[src/rtl/cfgld_pkg.sv]
package cfgld_pkg;

    localparam int unsigned BYTE_W = 8;

    typedef enum logic [3:0] {
        S_BOOT,
        S_SCAN,
        S_PROG,
        S_WAITINIT,
        S_STREAM,
        S_TAIL,
        S_IDLE,
        S_DONE,
        S_ERROR
    } ld_state_t;

endpackage

[src/rtl/cfgld_scan.sv]
module cfgld_scan
    import cfgld_pkg::*;
#(
    parameter int unsigned        SCAN_LEN  = 64,
    parameter logic [31:0]        SYNC_WORD = 32'hAA99_5566
) (
    input  logic              clk,
    input  logic              rst_n,
    input  logic              clr,
    input  logic              vld,
    input  logic [BYTE_W-1:0] byte_in,
    output logic              hit,
    output logic              last
);
    localparam int unsigned SH_W = 32 - BYTE_W;
    localparam int unsigned RW   = $clog2(SCAN_LEN + 1);
    localparam int unsigned MIN_SEEN = (32 / BYTE_W) - 1;

    logic [SH_W-1:0] sh;
    logic [RW-1:0]   rcv;

    always_ff @(posedge clk or negedge rst_n) begin
        if (!rst_n) begin
            sh  <= '0;
            rcv <= '0;
        end else if (clr) begin
            sh  <= '0;
            rcv <= '0;
        end else if (vld) begin
            sh  <= {sh[SH_W-BYTE_W-1:0], byte_in};
            rcv <= rcv + 1'b1;
        end
    end

    assign hit  = vld && (rcv >= RW'(MIN_SEEN)) && ({sh, byte_in} == SYNC_WORD);
    assign last = vld && (rcv == RW'(SCAN_LEN - 1));

endmodule

[src/rtl/cfgld_arb.sv]
module cfgld_arb
    import cfgld_pkg::*;
#(
    parameter int unsigned ADDR_W = 26
) (
    input  logic              clk,
    input  logic              rst_n,
    input  logic              gnt,
    input  logic              host_req,
    input  logic              host_we,
    input  logic [ADDR_W-1:0] host_addr,
    input  logic [BYTE_W-1:0] host_wdata,
    input  logic [ADDR_W-1:0] ld_addr,
    input  logic              ld_rd,
    output logic [ADDR_W-1:0] fl_addr,
    output logic              fl_rd,
    output logic              fl_we,
    output logic [BYTE_W-1:0] fl_wdata,
    output logic              host_rvalid
);
    logic host_go;
    assign host_go = gnt && host_req;

    always_comb begin
        if (gnt) begin
            fl_addr = host_addr;
            fl_rd   = host_go && !host_we;
            fl_we   = host_go && host_we;
        end else begin
            fl_addr = ld_addr;
            fl_rd   = ld_rd;
            fl_we   = 1'b0;
        end
        fl_wdata = host_wdata;
    end

    always_ff @(posedge clk or negedge rst_n) begin
        if (!rst_n) host_rvalid <= 1'b0;
        else        host_rvalid <= host_go && !host_we;
    end

endmodule

[src/rtl/cfgld_fsm.sv]
module cfgld_fsm
    import cfgld_pkg::*;
#(
    parameter int unsigned ADDR_W     = 26,
    parameter int unsigned SAFE_BASE  = 32'h0100_0000,
    parameter int unsigned SCAN_LEN   = 64,
    parameter int unsigned PROG_LOW   = 16,
    parameter int unsigned TAIL_RISES = 8,
    parameter int unsigned LIM_W      = 32
) (
    input  logic              clk,
    input  logic              rst_n,
    input  logic              sel_in,
    input  logic [BYTE_W-1:0] fl_rdata,
    input  logic              init_rdy,
    input  logic              done_in,
    input  logic [LIM_W-1:0]  byte_limit,
    input  logic              scan_hit,
    input  logic              scan_last,
    output logic              scan_vld,
    output logic              scan_clr,
    output logic [ADDR_W-1:0] ld_addr,
    output logic              ld_rd,
    output logic              cclk_o,
    output logic [BYTE_W-1:0] data_o,
    output logic              prog_n_o,
    output logic              oe_o,
    output logic              st_idle,
    output logic              st_loading,
    output logic              st_done,
    output logic              st_error,
    output logic              gnt
);
    localparam int unsigned CNT_W = $clog2(SCAN_LEN + PROG_LOW + TAIL_RISES + 2);
    localparam logic [ADDR_W-1:0] ALT_BASE = ADDR_W'(SAFE_BASE);

    ld_state_t         state, nxt;
    logic [CNT_W-1:0]  cnt;
    logic [LIM_W-1:0]  nbytes;
    logic              sel_safe, rd, rd_q, cclk, have;
    logic [BYTE_W-1:0] cdata;
    logic [ADDR_W-1:0] addr, img_base;

    assign img_base = sel_safe ? ALT_BASE : '0;

    // state register
    always_ff @(posedge clk or negedge rst_n) begin
        if (!rst_n) state <= S_BOOT;
        else        state <= nxt;
    end

    // transitions
    always_comb begin
        nxt = state;
        unique case (state)
            S_BOOT:     nxt = S_SCAN;
            S_SCAN:     if (scan_hit)       nxt = S_PROG;
                        else if (scan_last) nxt = S_IDLE;
            S_PROG:     if (cnt == CNT_W'(PROG_LOW - 1)) nxt = S_WAITINIT;
            S_WAITINIT: if (init_rdy)       nxt = S_STREAM;
            S_STREAM:   if (done_in)        nxt = S_TAIL;
                        else if (nbytes >= byte_limit) nxt = S_ERROR;
            S_TAIL:     if (!cclk && cnt == CNT_W'(TAIL_RISES)) nxt = S_DONE;
            S_IDLE, S_DONE, S_ERROR: nxt = state;
            default:    nxt = S_BOOT;
        endcase
    end

    // datapath: flash fetch, byte latch, configuration clock, counters
    always_ff @(posedge clk or negedge rst_n) begin
        if (!rst_n) begin
            sel_safe <= 1'b0;
            rd       <= 1'b0;
            rd_q     <= 1'b0;
            addr     <= '0;
            cnt      <= '0;
            nbytes   <= '0;
            cclk     <= 1'b0;
            have     <= 1'b0;
            cdata    <= '0;
        end else begin
            rd_q <= rd;
            unique case (state)
                S_BOOT: begin
                    sel_safe <= sel_in;
                    addr     <= sel_in ? ALT_BASE : '0;
                    rd       <= 1'b1;
                    cnt      <= CNT_W'(1);
                end
                S_SCAN: begin
                    if (nxt != S_SCAN) begin
                        rd  <= 1'b0;
                        cnt <= '0;
                    end else if (cnt < CNT_W'(SCAN_LEN)) begin
                        rd   <= 1'b1;
                        addr <= addr + 1'b1;
                        cnt  <= cnt + 1'b1;
                    end else begin
                        rd <= 1'b0;
                    end
                end
                S_PROG: begin
                    rd  <= 1'b0;
                    cnt <= cnt + 1'b1;
                end
                S_WAITINIT: begin
                    cnt <= '0;
                    if (init_rdy) begin
                        rd     <= 1'b1;
                        addr   <= img_base;
                        nbytes <= '0;
                        cclk   <= 1'b0;
                        have   <= 1'b0;
                    end
                end
                S_STREAM: begin
                    rd  <= (nxt == S_STREAM) ? ~rd : 1'b0;
                    cnt <= '0;
                    if (rd) addr <= addr + 1'b1;
                    if (rd_q) begin
                        cdata <= fl_rdata;
                        cclk  <= 1'b0;
                        have  <= 1'b1;
                    end else if (have && !done_in) begin
                        cclk   <= 1'b1;
                        nbytes <= nbytes + 1'b1;
                    end
                    if (nxt == S_ERROR) cclk <= 1'b0;
                end
                S_TAIL: begin
                    rd <= 1'b0;
                    if (cclk) begin
                        cclk <= 1'b0;
                    end else if (cnt != CNT_W'(TAIL_RISES)) begin
                        cclk <= 1'b1;
                        cnt  <= cnt + 1'b1;
                    end
                end
                S_IDLE, S_DONE, S_ERROR: begin
                    rd   <= 1'b0;
                    cclk <= 1'b0;
                end
                default: begin
                    rd   <= 1'b0;
                    cclk <= 1'b0;
                end
            endcase
        end
    end

    // outputs
    always_comb begin
        st_idle    = 1'b0;
        st_loading = 1'b0;
        st_done    = 1'b0;
        st_error   = 1'b0;
        oe_o       = 1'b0;
        unique case (state)
            S_BOOT, S_SCAN:                      st_loading = 1'b1;
            S_PROG, S_WAITINIT, S_STREAM, S_TAIL: begin
                st_loading = 1'b1;
                oe_o       = 1'b1;
            end
            S_IDLE:  st_idle  = 1'b1;
            S_DONE:  st_done  = 1'b1;
            S_ERROR: st_error = 1'b1;
            default: st_loading = 1'b1;
        endcase
        prog_n_o = (state != S_PROG);
        cclk_o   = cclk;
        data_o   = oe_o ? cdata : '0;
        gnt      = st_idle | st_done | st_error;
        scan_vld = rd_q && (state == S_SCAN);
        scan_clr = (state == S_BOOT);
        ld_addr  = addr;
        ld_rd    = rd;
    end

endmodule

[src/rtl/cfg_loader.sv]
module cfg_loader
    import cfgld_pkg::*;
#(
    parameter int unsigned ADDR_W     = 26,
    parameter int unsigned SAFE_BASE  = 32'h0100_0000,
    parameter int unsigned SCAN_LEN   = 64,
    parameter logic [31:0] SYNC_WORD  = 32'hAA99_5566,
    parameter int unsigned PROG_LOW   = 16,
    parameter int unsigned TAIL_RISES = 8,
    parameter int unsigned LIM_W      = 32
) (
    input  logic              clk,
    input  logic              rst_n,
    input  logic [3:0]        boot_sw,
    output logic [ADDR_W-1:0] fl_addr,
    output logic              fl_rd,
    output logic              fl_we,
    output logic [BYTE_W-1:0] fl_wdata,
    input  logic [BYTE_W-1:0] fl_rdata,
    output logic              cfg_cclk,
    output logic              cfg_prog_n,
    output logic [BYTE_W-1:0] cfg_data,
    output logic              cfg_oe,
    input  logic              cfg_init,
    input  logic              cfg_done,
    input  logic [LIM_W-1:0]  byte_limit,
    input  logic              host_req,
    input  logic              host_we,
    input  logic [ADDR_W-1:0] host_addr,
    input  logic [BYTE_W-1:0] host_wdata,
    output logic              host_gnt,
    output logic [BYTE_W-1:0] host_rdata,
    output logic              host_rvalid,
    output logic              st_idle,
    output logic              st_loading,
    output logic              st_done,
    output logic              st_error
);
    // only bit 0 of the switch selects the image; the others are reserved
    localparam logic [3:0] SEL_MASK = 4'b0001;

    logic              sel_in, scan_hit, scan_last, scan_vld, scan_clr, ld_rd;
    logic [ADDR_W-1:0] ld_addr;

    assign sel_in     = |(boot_sw & SEL_MASK);
    assign host_rdata = fl_rdata;

    cfgld_scan #(.SCAN_LEN(SCAN_LEN), .SYNC_WORD(SYNC_WORD)) u_scan (
        .clk(clk), .rst_n(rst_n), .clr(scan_clr), .vld(scan_vld),
        .byte_in(fl_rdata), .hit(scan_hit), .last(scan_last)
    );

    cfgld_fsm #(
        .ADDR_W(ADDR_W), .SAFE_BASE(SAFE_BASE), .SCAN_LEN(SCAN_LEN),
        .PROG_LOW(PROG_LOW), .TAIL_RISES(TAIL_RISES), .LIM_W(LIM_W)
    ) u_fsm (
        .clk(clk), .rst_n(rst_n), .sel_in(sel_in), .fl_rdata(fl_rdata),
        .init_rdy(cfg_init), .done_in(cfg_done), .byte_limit(byte_limit),
        .scan_hit(scan_hit), .scan_last(scan_last), .scan_vld(scan_vld),
        .scan_clr(scan_clr), .ld_addr(ld_addr), .ld_rd(ld_rd),
        .cclk_o(cfg_cclk), .data_o(cfg_data), .prog_n_o(cfg_prog_n), .oe_o(cfg_oe),
        .st_idle(st_idle), .st_loading(st_loading), .st_done(st_done),
        .st_error(st_error), .gnt(host_gnt)
    );

    cfgld_arb #(.ADDR_W(ADDR_W)) u_arb (
        .clk(clk), .rst_n(rst_n), .gnt(host_gnt), .host_req(host_req),
        .host_we(host_we), .host_addr(host_addr), .host_wdata(host_wdata),
        .ld_addr(ld_addr), .ld_rd(ld_rd), .fl_addr(fl_addr), .fl_rd(fl_rd),
        .fl_we(fl_we), .fl_wdata(fl_wdata), .host_rvalid(host_rvalid)
    );

endmodule

[config.mk]
export PLATFORM = sky130hd
export DESIGN_NAME = cfg_loader
export DESIGN_NICKNAME = d
export VERILOG_FILES = /design/src/rtl/cfgld_pkg.sv /design/src/rtl/cfgld_scan.sv /design/src/rtl/cfgld_arb.sv /design/src/rtl/cfgld_fsm.sv /design/src/rtl/cfg_loader.sv
export SDC_FILE = /design/constraint.sdc
export NUM_CORES = 1
export LEC_CHECK = 0
export ABC_CLOCK_PERIOD_IN_PS = 5370
export BUFFER_PORTS_ARGS = -buffer_cell sky130_fd_sc_hd__clkbuf_2
export CAP_MARGIN = 0
export CORE_UTILIZATION = 47
export CTS_CLUSTER_SIZE = 40
export DETAILED_ROUTE_END_ITERATION = 8
export PLACE_DENSITY = 0.69
export SETUP_SLACK_MARGIN = 0.1
export SYNTH_ARGS = -nofsm -noshare
export SYNTH_HDL_FRONTEND = slang
export SYNTH_SLANG_ARGS = --single-unit
[constraint.sdc]
create_clock -name clk -period 5.37 [get_ports clk]
set_clock_uncertainty 0.05 [all_clocks]
set_input_delay 0.2685 -clock clk [delete_from_list [all_inputs] [get_ports clk]]
set_output_delay 0.2685 -clock clk [all_outputs]
set_load 0.05 [all_outputs]
==> metrics <==
all-layer global routing usage=between 20% and 30%; synth warn=0; cell count after synthesis=885; crit path capture type=output pin; RSZ-0062 raised after global routing=false; CORE AREA=0.0152 sq mm; # clock sinks=between 100 and 150; ANT cells=0; Seq/Total Area, Yosys=39.0%; cell area power density=about 430 mW/mm^2; max_cap viols=0; Slew @ Worst Pin=~1.1 ns; Hold Path Class=in2reg; total detailed-routing wirelength=roughly 17 mm; DRT Pass-1 Iters=5; Multi-input gate area=0.00393 sq mm; total CTS buffers=17; Slew Viols, Final=0; Post-synth top flop=dfrtp_1; fin crit period=3.60 ns; Tcrit/Tclk final=67.0%; Clk pin slew, worst setup/hold paths=about 0.06 ns; layout cells sized above 1=around 19%; Post-Syn Nets=about 1,000; synthesized flop and latch total=114; post-synth cell types=63; dpl hpwl=roughly 12 mm; die area=0.0161 sq mm; IO Port Bufs=125; Clk Latency, worst-skew pair=~0.4 ns; Required @ worst endpoint=5.05 ns; I/O Pins=145; vias in the first global route=approximately 6,000; most common cell after layout, fill and taps aside=nand2_1; worst rel slew slack=about a quarter; Starting Density=roughly half; Die X=roughly 130 um; via/cell ratio=about 5.5; synthesized area=~0.0073 sq mm; Die Y=approximately 130 um; Max Fclk=278 MHz; row count=between 40 and 50; DR WL/cell=14.6 um; Final Hold Violating Endpoints=0; CTS Buffer Depth=2; CTS Root Cell=clkbuf_16; largest net degree at the start of global routing=66; setup TNS=0 ns; CTS tree=built; syn_area_per_cell=8.27 sq um; hold_ws=~0.04 ns; Post-route DRC=0; Storage cell area=between 0.002 and 0.003 sq mm; CP max FO=32; commonest cells after routing, fill and taps aside=nand2_1, clkbuf_2, dfrtp_1, nor2_1, inv_1; routed via count=around 6,500; status=completed; Worst VDD drop=roughly 0.00030 V; FILL cells=1,433; crit path kind=reg2out; CP startpoint kind=flip-flop; area delta synth->final=16.6%; Finish-stage setup viols=0; Post-DRT Antenna Nets=0; crit path DAT=3.28 ns; GR Overflow Total=0; Final Wtd Congestion=between 0.7 and 0.8; nets@finish=about 1,100; H-tree depth=4; Post-synth EDFFs=0; first-pass GRT wire length=slightly below 30 mm; PostCTS Resize Cnt=0; initial antenna violation count=0; Static Leak=4.31 nW; ys async rst share=between 90% and 100%; initial DRC count=approximately 570
==> critical path, cell delays in order, from the launching register on <==
cell and delay (ns):
dfrtp_1 0.57, or3_1 0.48, nor2_1 0.16, a21o_1 0.11
buf_4 0.30, clkinv_1 0.61, nand2_1 0.31, nand2_1 0.07
clkbuf_2 0.23
==> cells by family after synthesis <==
logic type / after synthesis / synth area share, %
compound gates: 163 / 14.6
xor+xnor: 35 / 4.19
fa+ha+maj: 37 / 6.32
buf+inv: 113 / 7.48
flops: 114 / 39.0
mux: 12 / 1.79
simple gates: 411 / 26.7
==> final cells by class <==
cell class / count / share of cell area, %
multi-input combinational: 658 / 46.1
sequential: 114 / 33.4
timing repair buffer: 136 / 8.38
clock buffer: 18 / 5.14
tap: 188 / 2.75
inverter: 54 / 2.37
clock inverter: 14 / 1.89
==> report_power, final <==
group	leakage, nW	switching (mW)	internal, mW
registers	1.42	0.129	1.03
logic	2.59	0.928	0.463
clock network	0.296	0.401	0.737
total	4.31	1.46	2.23
==> flip-flops by register name, indices dropped and copies added (netlist names) <==
| register | cells |
|---|---|
| u_fsm.cnt | 7 |
| u_fsm.rd_q | 1 |
| u_fsm.ld_rd | 1 |
| u_scan.rcv | 7 |
| u_fsm.state | 4 |
| u_fsm.cdata | 8 |
| u_fsm.have | 1 |
| u_arb.host_rvalid | 1 |
| u_scan.sh | 24 |
| u_fsm.sel_safe | 1 |
| u_fsm.nbytes | 32 |
| u_fsm.ld_addr | 26 |
| u_fsm.cclk_o | 1 |
==> metal layers <==
metal	track usage (%)	up-vias	part of all wire, %
li1	-	3271	-
met1	32.0	3014	50
met2	34.8	154	45
met3	4.01	15	4.1
met4	7.35	0	1.1
met5	0	-	0
==> worst paths after layout <==
| kind | startpoint | end | slack [ns] | cells past startpoint |
|---|---|---|---|---|
| max in group asynchronous | rst_n | u_fsm.rd_q | 3.63 | 3 |
| min reg2reg | u_fsm.ld_rd | u_fsm.rd_q | 0.39 | 0 |
| min in group asynchronous | rst_n | u_fsm.nbytes[13] | 0.47 | 2 |
| max | u_fsm.state[2] | fl_addr[1] | 1.77 | 8 |
| max reg2reg | u_fsm.state[3] | u_fsm.ld_addr[2] | 1.88 | 7 |
| min | host_req | u_arb.host_rvalid | 0.04 | 3 |
==> through the flow <==
stage               instances  instance area (sq um)  utilization (%)  total power, mW  setup slack, ns
finish                   1182                   8540             56.2             3.68             1.77
global route             1182                   8540             56.2             3.94             1.50
CTS                      1182                   8540             56.2             3.71             1.75
detailed placement       1148                   7920             52.1             2.55             1.91
global placement         1148                   7920             52.1             2.52             1.92
floorplan                 885                   7320                -             2.31             1.95
==> Yosys cell counts (27+ instances only) <==
library cell	instances	area, sq um
clkbuf_1	31	116
inv_1	53	199
nor2_1	67	251
ha_1	37	463
nand2_1	187	702
dfrtp_1	114	2850
nand4_1	29	181
nand3_1	35	175
o21ai_0	46	230
xor2_1	27	236
a21oi_1	34	170
==> timing repair <==
| item | in CTS | in global routing |
|---|---|---|
| setup buffers | 0 | 0 |
| hold buffers | 2 | 0 |
| hold endpoints to repair | 65 | 0 |
| endpoints found under the setup margin | 0 | 0 |
(Power assumes the default switching activity.)
